<file path="src/rtl/arb_pkg.sv">
package arb_pkg;

    typedef enum logic {
        MODE_HOLD    = 1'b0,
        MODE_PREEMPT = 1'b1
    } arb_mode_e;

    // True when a new contender should displace the current holder.
    function automatic logic displaces(input arb_mode_e mode,
                                       input logic [15:0] cand_prio,
                                       input logic [15:0] hold_prio);
        return (mode == MODE_PREEMPT) && (cand_prio < hold_prio);
    endfunction

endpackage

</file>
<file path="src/rtl/arb_len_counter.sv">
module arb_len_counter #(
    parameter int LW = 4
) (
    input  logic          clk,
    input  logic          rst,
    input  logic          start,
    input  logic [LW-1:0] len,
    input  logic          serve,
    output logic          pend,
    output logic          last
);
    logic [LW-1:0] remain_q;

    always_ff @(posedge clk) begin
        if (rst) begin
            remain_q <= '0;
        end else if (remain_q == '0) begin
            if (start && len != '0)
                remain_q <= len;
        end else if (serve) begin
            remain_q <= remain_q - LW'(1);
        end
    end

    assign pend = (remain_q != '0);
    assign last = (remain_q == LW'(1));
endmodule

</file>
<file path="src/rtl/arb_prio_pick.sv">
module arb_prio_pick #(
    parameter int N  = 4,
    parameter int PW = 3,
    localparam int IW = (N > 1) ? $clog2(N) : 1
) (
    input  logic [N-1:0]    elig,
    input  logic [N*PW-1:0] prio,
    output logic            found,
    output logic [IW-1:0]   best_idx,
    output logic [PW-1:0]   best_prio
);
    always_comb begin
        found     = 1'b0;
        best_idx  = '0;
        best_prio = '0;
        for (int i = 0; i < N; i++) begin
            if (elig[i] && (!found || prio[i*PW +: PW] < best_prio)) begin
                found     = 1'b1;
                best_idx  = IW'(i);
                best_prio = prio[i*PW +: PW];
            end
        end
    end
endmodule

</file>
<file path="src/rtl/prio_arbiter.sv">
module prio_arbiter
    import arb_pkg::*;
#(
    parameter int N  = 4,
    parameter int PW = 3,
    parameter int LW = 4
) (
    input  logic          clk,
    input  logic          rst,
    input  logic [N-1:0]    rq_start,
    input  logic [N*PW-1:0] rq_prio,
    input  logic [N*LW-1:0] rq_len,
    input  logic            mode_preempt,
    output logic [N-1:0]    gnt,
    output logic [N-1:0]    fin
);
    localparam int IW = (N > 1) ? $clog2(N) : 1;

    logic [N-1:0]  pend;
    logic [N-1:0]  last;
    logic          found;
    logic [IW-1:0] best_idx;
    logic [PW-1:0] best_prio;
    logic [IW-1:0] sel_idx;
    logic [PW-1:0] hold_prio;

    logic          hold_vld_q;
    logic [IW-1:0] hold_idx_q;
    arb_mode_e     mode_q;

    for (genvar g = 0; g < N; g++) begin : g_ctr
        arb_len_counter #(.LW(LW)) u_ctr (
            .clk   (clk),
            .rst   (rst),
            .start (rq_start[g]),
            .len   (rq_len[g*LW +: LW]),
            .serve (gnt[g]),
            .pend  (pend[g]),
            .last  (last[g])
        );
    end

    arb_prio_pick #(.N(N), .PW(PW)) u_pick (
        .elig      (pend),
        .prio      (rq_prio),
        .found     (found),
        .best_idx  (best_idx),
        .best_prio (best_prio)
    );

    assign hold_prio = rq_prio[hold_idx_q*PW +: PW];

    always_comb begin
        sel_idx = best_idx;
        if (hold_vld_q &&
            !displaces(mode_q, 16'(best_prio), 16'(hold_prio)))
            sel_idx = hold_idx_q;
    end

    always_comb begin
        gnt = '0;
        if (found)
            gnt[sel_idx] = 1'b1;
    end

    assign fin = gnt & last;

    always_ff @(posedge clk) begin
        if (rst) begin
            hold_vld_q <= 1'b0;
            hold_idx_q <= '0;
            mode_q     <= MODE_HOLD;
        end else begin
            hold_vld_q <= |(gnt & ~last);
            hold_idx_q <= sel_idx;
            if (gnt == '0)
                mode_q <= arb_mode_e'(mode_preempt);
        end
    end
endmodule

</file>
<file path="config.mk">
export PLATFORM = sky130hd
export DESIGN_NAME = prio_arbiter
export DESIGN_NICKNAME = d
export VERILOG_FILES = /design/src/rtl/arb_pkg.sv /design/src/rtl/arb_len_counter.sv /design/src/rtl/arb_prio_pick.sv /design/src/rtl/prio_arbiter.sv
export SDC_FILE = /design/constraint.sdc
export NUM_CORES = 1
export LEC_CHECK = 0
export CAP_MARGIN = 30
export CELL_PAD_IN_SITES_DETAIL_PLACEMENT = 2
export CELL_PAD_IN_SITES_GLOBAL_PLACEMENT = 2
export CORE_MARGIN = 3
export CORE_UTILIZATION = 37
export CTS_CLUSTER_SIZE = 16
export DETAILED_ROUTE_END_ITERATION = 8
export DONT_BUFFER_PORTS = 1
export GPL_ROUTABILITY_DRIVEN = 0
export PLACE_DENSITY_LB_ADDON = 0.05
export SETUP_SLACK_MARGIN = 0.02
export SLEW_MARGIN = 10
export SYNTH_ARGS = -nofsm -noshare
export SYNTH_HDL_FRONTEND = slang
export SYNTH_SLANG_ARGS = --single-unit
</file>
<file path="constraint.sdc">
create_clock -name clk -period 10.3 [get_ports clk]
set_input_delay 2.06 -clock clk [delete_from_list [all_inputs] [get_ports clk]]
set_output_delay 2.06 -clock clk [all_outputs]
set_load 0.01 [all_outputs]
</file>
-- Yosys cells after proc, flatten, opt, wreduce, memory -nomap -nowiden
Cells that the tools add are included.
- input bits: 35
- register bits: 20
- output and inout bits: 8
- word-level logic and storage cells: 96
- reduce and logical (&&, ||, !) cells: 39
- add/subtract/negate cells: 4
- magnitude comparators: 6
- shifts and indexed selects: 1
- multipliers: 1
- muxes and demuxes: 27
- bitwise gates (word level): 3
- equality and inequality tests: 8
- operator list (operator ; number):
    2-to-1 mux 4 bit ; 13
    nonzero test 4 bit ; 8
    zero test 4 bit ; 5
    == test 4 x 1 -> 1 bit (second input constant) ; 4
    subtractor 4 x 1 -> 4 bit (second input constant) ; 4
    < comparator 3 bit ; 4
    2-to-1 mux 3 bit ; 4
    variable part select 12 x 5 -> 3 bit ; 1
    logical AND 1 bit ; 10
    bitwise AND 4 bit ; 2
    inequality test 2 bit (second input constant) ; 4
    AND reduction 2 bit ; 4
    nonzero test 2 bit ; 4
    2-to-1 mux 1 bit ; 6
    2-to-1 mux 2 bit ; 3
    zero test 1 bit ; 4
    multiplier 2 x 2 -> 4 bit (second input constant) ; 1
    NOT 4 bit ; 1
    OR reduction 4 bit ; 1
    logical OR 1 bit ; 3
    < comparator 2 x 3 -> 1 bit (second input constant) ; 1
    demux 1 bit (select 2 bit) ; 1
    greater-or-equal comparator 2 x 1 -> 1 bit (second input constant) ; 1

-- Logic depth before layout (Yosys ltp)
Gate-level depths: netlist of the first run.
- depth after elaboration: 26
- gate-level depth with buffers: 34
- mapped depth without buffers: 32

-- Modules after synthesis
From an unflattened synthesis of the first run, not the netlist that was laid out.
- cells, all modules: 253
- area total of the unflattened synthesis: 2095.8 µm²
- by module, submodules not included (module ; times used ; seq. area each (µm²) ; cells each ; area each (µm²)):
    arb_len_counter ; 4 ; 80.1 ; 33 ; 282.8
    prio_arbiter ; 1 ; 80.1 ; 60 ; 505.5
    arb_prio_pick ; 1 ; 0.0 ; 61 ; 459.2

-- Worst setup path before layout of the first run
Ideal clock, no wire load.
- path kind: in2out
- start: input rq_prio[1]
- end: output fin[3]
- data arrival time: 7.364 ns
- stages on the path: 30
- setup slack: 0.876 ns
- cell sequence: nand2_1 ha_1 a21o_1 a21o_1 a21oi_1 nand2_1 o21ai_0 inv_1 ha_1 a21oi_1 a22o_1 nand2_1 a21o_1 mux2i_1 ha_1 a21oi_1 and3_1 a21bo_2 o21a_1 mux2i_1 ha_1 nand2_1 nand3_1 o311ai_1 a31oi_1 and2_1 buf_6 mux2i_1 nor2b_1 and3_1
- longest elaborated chain between the ends: 24
- elaborated cells between the ends (all ways): 34
- ends and longest elaborated chain (what ; line ; RTL):
    start: declaration ; prio_arbiter.sv:11 ; input logic [N*PW-1:0] rq_prio,
    2-to-1 mux 3 bit ; arb_prio_pick.sv:17 ; if (elig[i] && (!found || prio[i*PW +: PW] < best_prio)) begin
    < comparator 3 bit ; arb_prio_pick.sv:17 ;
    logical OR 1 bit ; arb_prio_pick.sv:17 ;
    logical AND 1 bit ; arb_prio_pick.sv:17 ;
    2-to-1 mux 3 bit or 2-to-1 mux 1 bit (tied branches) ; arb_prio_pick.sv:17 ;
    < comparator 3 bit or zero test 1 bit (tied branches) ; arb_prio_pick.sv:17 ;
    logical OR 1 bit ; arb_prio_pick.sv:17 ;
    logical AND 1 bit ; arb_prio_pick.sv:17 ;
    [... 9 more ...] ; -- ;
    2-to-1 mux 2 bit ; prio_arbiter.sv:55 ; if (hold_vld_q &&
    < comparator 2 x 3 -> 1 bit (implied by the code) or greater-or-equal comparator 2 x 1 -> 1 bit (tied branches) ; prio_arbiter.sv:63 ; gnt[sel_idx] = 1'b1;
    logical AND 1 bit (implied by the code) ; prio_arbiter.sv:63 ;
    2-to-1 mux 1 bit (implied by the code) ; prio_arbiter.sv:63 ;
    demux 1 bit (select 2 bit) ; prio_arbiter.sv:63 ;
    2-to-1 mux 4 bit (*) ; prio_arbiter.sv:62 ; if (found)
    named net g_ctr[3].u_ctr.serve ; arb_len_counter.sv:8 ; input logic serve,
    bitwise AND 4 bit (*) ; prio_arbiter.sv:66 ; assign fin = gnt & last;
    end: declaration ; prio_arbiter.sv:15 ; output logic [N-1:0] fin
Mark *: on every way through the listed nets, which the timed path passes. The rest lies on a longest branch.

-- Worst setup path after layout of the first run
- start: input rq_prio[1]
- end: output fin[2]
- longest elaborated chain between the ends: 24
- elaborated cells between the ends (all ways): 34
- ends and longest elaborated chain (what ; line):
    2-to-1 mux 3 bit ; arb_prio_pick.sv:17
    < comparator 3 bit ; arb_prio_pick.sv:17
    logical OR 1 bit ; arb_prio_pick.sv:17
    logical AND 1 bit ; arb_prio_pick.sv:17
    2-to-1 mux 3 bit or 2-to-1 mux 1 bit (tied branches) ; arb_prio_pick.sv:17
    < comparator 3 bit or zero test 1 bit (tied branches) ; arb_prio_pick.sv:17
    logical OR 1 bit ; arb_prio_pick.sv:17
    logical AND 1 bit ; arb_prio_pick.sv:17
    [... 8 more ...] ; --
    logical AND 1 bit ; prio_arbiter.sv:55
    2-to-1 mux 2 bit ; prio_arbiter.sv:55
    < comparator 2 x 3 -> 1 bit (implied by the code) or greater-or-equal comparator 2 x 1 -> 1 bit (tied branches) ; prio_arbiter.sv:63
    logical AND 1 bit (implied by the code) ; prio_arbiter.sv:63
    2-to-1 mux 1 bit (implied by the code) ; prio_arbiter.sv:63
    demux 1 bit (select 2 bit) ; prio_arbiter.sv:63
    2-to-1 mux 4 bit (*) ; prio_arbiter.sv:62
    bitwise AND 4 bit (*) ; prio_arbiter.sv:66
Mark *: on every way between the ends. The rest lies on a longest branch, timed or not.

==> qor.yml, run 1 <==
status: "complete, no violations"
crit_fanout: 8
cts_sinks: 20
start_util_pct: 38.9
timing.final.crit_share_pct: 95.6
final_cells: 324
clk_pin_slew_ns: 0.09
dp.cells: 320
fin_skew_ns: 0.00371
worstPathArrival_ns: 7.79
post-place-ws_ns: 0.174
netlist_top_cells_area: "dfxtp_1 (20%), ha_1 (9.9%), nand2_1 (5.2%), mux2i_1 (4.9%), mux4_2 (4.4%)"
die_w_um: 80.0
htreeDepth: 1
clk-insertion-delay-late_ns: 0.27
synth_cell_type_count: 55
slew_viol_final: 0
fin_crit_ns: 9.85
ys_ff_latch: 20
hp-class: "flop to flop"
track_usage_pct: 21.4
drt-total-wl_mm: 6.56
relSlewSlack_pct: 49.0
rsz0062_at_grt: "no"
yosys.area.top_type: "dfxtp_1"
synth.top_cells.by_count: "nand2_1 (28), inv_1 (21), dfxtp_1 (20)"
drive_gt1_share_pct: 13.0
async_reset_ff_share_pct: 0
critPathLaunchType: "primary input"
crit_top_cell: "ha_1"
leakage_nw: 0.883
power_w: 0.000978
placementRows: 26
synth_cells: 258
drt_pass1_iterations: 4
p_switching_w: 0.000504
place_hpwl_mm: 5.14
power_density_nw_per_um2: 445
max_freq_mhz: 102
maxCapViolCount: 0
synth_area_per_cell_um2: 7.85
ys_seq_area_share_pct: 19.8
synth_most_common_cell: "nand2_1"
yosysWarnings: 0
utilization_pct: 42.3
grt_max_degree: 20
cts_made_buffers: 3
nNetsFinal: 306
overflow: 0
setup_viol: 0
coreArea_um2: 5200
power.internal_w: 0.000474
pwr-share-comb_pct: 76.3
peakVddDrop_uv: 180
drt-initial-drc-count: 64
syn_nets: 309
ant_nets: 0
dieArea_um2: 6400
die_h_um: 80.0
ys.flop_type: "dfxtp_1"
synth_area_um2: 2020
antenna_found_initial: 0
finalWorstSetupSlack_ns: 0.452
synthToLayoutAreaGrowth_pct: 8.65
seq_power_share_pct: 15.2
cts.path.max_buffers: 2
critPathMaxStageDelay_ns: 0.32
p_sw_share_pct: 51.6
vias: 1980
cts_tree: "yes"
finalSetupTns_ns: 0
grt_pass1_vias: 2180
grt_pass1_wl_mm: 10.9
critPathRequiredTime_ns: 8.24
tightest_slew_ns: 0.761
cp-end-kind: "output port"
ios: 43
drc: 0
cts_setup_buffers: 0
portBuffers: 0
hold_violations: 0
wl_per_cell_um: 20.2
num_antenna_cells: 0
synth_edf_count: 0
synth_top_area_share_pct: 19.8
clockPowerShare_pct: 8.5
slowest_stage: "ha_1"
cts.repair.resized: 0
vias_per_cell: 6.11
holdBufCountCts: 0
root_buffer: "clkbuf_8"
path_class: "primary input to output port"
-- logic make-up after synthesis --
family                   count (synthesis)  share of synthesized area [%]
AO/OA/AOI/OAI                           71                           26.0
adder cells (fa/ha/maj)                 16                           9.89
buffers and inverters                   35                           7.91
flip-flops                              20                           19.8
multiplexers                            15                           10.1
AND/OR/NAND/NOR                        101                           26.3
-- path summary, 6_finish.rpt --
check	to	slack, ns	depth (start not counted)	startpoint
setup / recovery	fin[2]	0.45	29	rq_prio[1]
hold / removal	g_ctr[3].u_ctr.remain_q[1]$_SDFFE_PP0P_	0.49	2	g_ctr[3].u_ctr.remain_q[1]$_SDFFE_PP0P_
setup reg to reg	hold_vld_q$_SDFF_PP0_	2.61	33	g_ctr[0].u_ctr.remain_q[0]$_SDFFE_PP0P_
hold reg to reg	g_ctr[3].u_ctr.remain_q[1]$_SDFFE_PP0P_	0.49	2	g_ctr[3].u_ctr.remain_q[1]$_SDFFE_PP0P_
-- per-stage QoR --
step	instance area, um^2	hold slack, ns
after floorplan	2020	0.452
after global routing	2200	0.532
final	2200	0.489
after global placement	2080	0.470
after detailed placement	2080	0.481
after CTS	2150	0.494
-- registers in the layout, summed over array words and instances, names as in the netlist --
name                  flops
mode_q                    1
g_ctr.u_ctr.remain_q     16
hold_idx_q                2
hold_vld_q                1
-- cell usage in the layout, fill, tap and decap left out, drive strengths merged, types with 3 or more instances in the layout --
cell type / n
or4: 3
mux2i: 11
o21ai: 10
a31oi: 6
o211ai: 4
nor3b: 4
dfxtp: 20
buf: 6
or3b: 4
inv: 21
nand3: 9
nor3: 10
nor2b: 5
nand2: 28
a21o: 5
nor2: 19
a21oi: 14
mux4: 4
clkbuf: 3
ha: 16
and3: 8
nor4: 3
-- area by class of cell --
cell class | instances | area, um^2
fill | 611 | 3010
inverter | 21 | 78.8
timing repair buffer | 6 | 45.0
clock inverter | 1 | 30.0
multi-input combinational | 203 | 1520
clock buffer | 3 | 41.3
tap | 70 | 87.6
sequential | 20 | 400
-- critical path: cells and delay by family --
kind | cells | cell delay [ns]
compound gates | 12 | 2.41
buf+inv | 2 | 0.27
fa+ha+maj | 4 | 1.13
simple gates | 8 | 1.34
mux | 3 | 0.59
-- per-layer routing --
metal	routed length [um]	share of wire, %	vias to the layer above	GRT usage (%)
met4	33	0.50	0	3.72
met2	3340	51	35	38.2
met5	0	0	-	0
li1	-	-	950	-
met1	2920	44	993	27.2
met3	269	4.1	2	3.27
-- power groups by stage --
stage	logic, W	clock network [W]	registers (W)
3_5_place_dp	0.000703	0	0.000151
5_1_grt	0.000829	0.0000891	0.000155
3_3_place_gp	0.000681	0	0.000148
2_1_floorplan	0.000563	0	0.000128
6_report	0.000746	0.0000829	0.000149
4_1_cts	0.000710	0.0000861	0.000149
Power figures use the tool's default switching activity.
==> run 2, diff against run 1 <==
Settings changed: CORE_ASPECT_RATIO from default to 1.5.
==> run 2 against run 1 <==
- die area is 0.29% higher
- setup slack better by 0.086 ns
- final cell count did not move
- clock skew increased by 0.0026 ns
- global-route usage down 0.78 points
- cell area is 1.3% lower
- critical endpoint is now fin[3]
- power down 3.1%
- via count up 1.5%
- clock-buffer cell count stayed put
- register-to-register slack gained 0.26 ns
- combinational power decreased by 3.6%
- first-iteration DRC count did not move
==> qor.yml, run 2 (same netlist as run 1, synthesis figures left out) <==
grt_max_degree: 20  # unchanged
synthToLayoutAreaGrowth_pct: 7.23
die_w_um: 66.4  # -17%
grt_pass1_wl_mm: 10.3  # -5.7%
final_cell_mix: "nand2_1 (28), inv_1 (21), dfxtp_1 (20), nor2_1 (19), ha_1 (16)"
holdBufCountCts: 0  # unchanged
drt-initial-drc-count: 64  # unchanged
r2r_slack_ns: 2.87  # +0.26 ns
fill_cells: 631  # +3.3%
die_h_um: 96.6  # +21%
power.internal_w: 0.000460  # -2.9%
status: "complete, no violations"
drive_gt1_share_pct: 11.3  # -1.7 points
vias_per_cell: 6.20  # +1.5%
wl_per_cell_um: 19.6  # -3.0%
num_antenna_cells: 0  # unchanged
vias: 2009  # +1.5%
ios: 43  # unchanged
clockPowerShare_pct: 8.6  # about the same
hold_violations: 0  # unchanged
nNetsFinal: 308  # +0.65%
timing.final.crit_share_pct: 94.8  # -0.83 points
power_density_nw_per_um2: 436  # -1.8%
peakVddDrop_uv: 139  # -23%
path_class: "primary input to output port"
reg_top3: "g_ctr.u_ctr.remain_q: 16 flops, hold_idx_q: 2 flops"
hold_end: "g_ctr[3].u_ctr.remain_q[1]$_SDFFE_PP0P_"
coreArea_um2: 5200  # unchanged
cts_tree: "yes"
placementRows: 32  # +23%
setup_viol: 0  # unchanged
crit_top_cell: "ha_1"
hp-class: "flop to flop"
utilization_pct: 41.7  # -0.55 points
grt_pass1_vias: 2155  # -1.1%
root_buffer: "clkbuf_8"
track_usage_pct: 20.6  # -0.78 points
portBuffers: 0  # unchanged
drt_pass1_iterations: 2  # -2
cts_sinks: 20  # unchanged
largest_reg_flops: 16  # unchanged
top_register: "g_ctr.u_ctr.remain_q"
leakage_nw: 0.893  # +1.1%
layout_commonest_cell: "nand2_1"
overflow: 0  # unchanged
clk-insertion-delay-late_ns: 0.26  # about the same
cts.path.max_buffers: 2  # unchanged
critPathRequiredTime_ns: 8.24  # about the same
cp-end-kind: "output port"
holdWs_ns: 0.493  # +0.00399 ns
relSlewSlack_pct: 49.8  # +0.74 points
p_sw_share_pct: 51.4  # -0.12 points
drc: 0  # unchanged
finalSetupTns_ns: 0  # unchanged
htreeDepth: 1  # unchanged
worstPathArrival_ns: 7.70  # -0.09 ns
worstRegToRegCells: 33  # unchanged
fin_crit_ns: 9.76  # -0.0858 ns
slowest_stage: "ha_1"
tightest_slew_ns: 0.750  # -0.0111 ns
p_switching_w: 0.000487  # -3.4%
r2r_end: "hold_vld_q$_SDFF_PP0_"
place_hpwl_mm: 5.25  # +2.0%
antenna_found_initial: 0  # unchanged
fin_skew_ns: 0.00629  # +0.00259 ns
worstHoldStart: "g_ctr[3].u_ctr.remain_q[1]$_SDFFE_PP0P_"
critPathMaxStageDelay_ns: 0.31  # about the same
cts_made_buffers: 3  # unchanged
rsz0062_at_grt: "no"
slew_viol_final: 0  # unchanged
start_util_pct: 38.9  # unchanged
seq_power_share_pct: 15.5  # +0.3 points
hold_depth: 2  # unchanged
crit_fanout: 7  # -1
ant_nets: 0  # unchanged
drt-total-wl_mm: 6.36  # -3.0%
maxCapViolCount: 0  # unchanged
critPathLaunchType: "primary input"
clk_pin_slew_ns: 0.09  # about the same
dieArea_um2: 6410  # +0.29%
max_freq_mhz: 102  # +0.88%
reg2reg_from: "g_ctr[0].u_ctr.remain_q[0]$_SDFFE_PP0P_"
pwr-share-comb_pct: 75.9  # -0.4 points
## run 2: worst max-delay path by stage
| stage | slack, ns | to | start | cells after the start |
|---|---|---|---|---|
| after global placement | 0.49 | fin[0] | rq_prio[1] | 28 |
| after global routing | 0.03 | fin[3] | rq_prio[1] | 30 |
| after CTS | 0.28 | fin[1] | rq_prio[1] | 28 |
| after floorplan | 0.88 | fin[3] | rq_prio[1] | 30 |
| final | 0.54 | fin[3] | rq_prio[1] | 30 |
| after detailed placement | 0.29 | fin[1] | rq_prio[1] | 28 |
## run 2: worst max-delay path, delay by kind of cell
kind | cells | cell delay, ns
mux | 3 | 0.56
compound gates | 11 | 2.15
fa+ha+maj | 4 | 1.16
simple gates | 9 | 1.33
buf+inv | 3 | 0.42
## run 2: area by class of cell
cell class	count	area [um^2]	area share (%)
multi-input cells	203	1480	68.0
clock inverters	1	30.0	1.38
inverters	21	78.8	3.63
flip-flops and latches	20	400	18.4
repair buffers	8	60.1	2.77
well taps	68	85.1	3.92
clock buffers	3	41.3	1.90
## run 2: power by group through the flow
stage | sequential [W] | combinational, W | clock (W)
global route | 0.000154 | 0.000805 | 0.0000883
detailed placement | 0.000149 | 0.000695 | 0
global placement | 0.000148 | 0.000680 | 0
finish | 0.000147 | 0.000719 | 0.0000818
CTS | 0.000147 | 0.000699 | 0.0000832
floorplan | 0.000128 | 0.000563 | 0
## run 2: layer usage
layer | up-vias | wire length [um] | global-route usage, %
li1 | 956 | - | -
met1 | 1014 | 2570 | 23.3
met2 | 32 | 3560 | 40.1
met3 | 7 | 172 | 2.55
met4 | 0 | 61 | 4.58
met5 | - | 0 | 0
## run 2: repair_timing
action | in CTS | in global routing
setup endpoints to repair | 0 | 7
buffers inserted | 0 | 3
gates resized for setup | 0 | 3
hold endpoints to repair | 0 | 0
## run 2: metrics by stage
step           instance area, um^2  cells  setup slack [ns]  total power, W
5_1_grt                       2170    324            0.0307         0.00105
6_report                      2170    324             0.538        0.000947
2_1_floorplan                 2020    258             0.876        0.000691
4_1_cts                       2140    321             0.281        0.000929
3_5_place_dp                  2070    317             0.285        0.000844
3_3_place_gp                  2070    317             0.495        0.000827
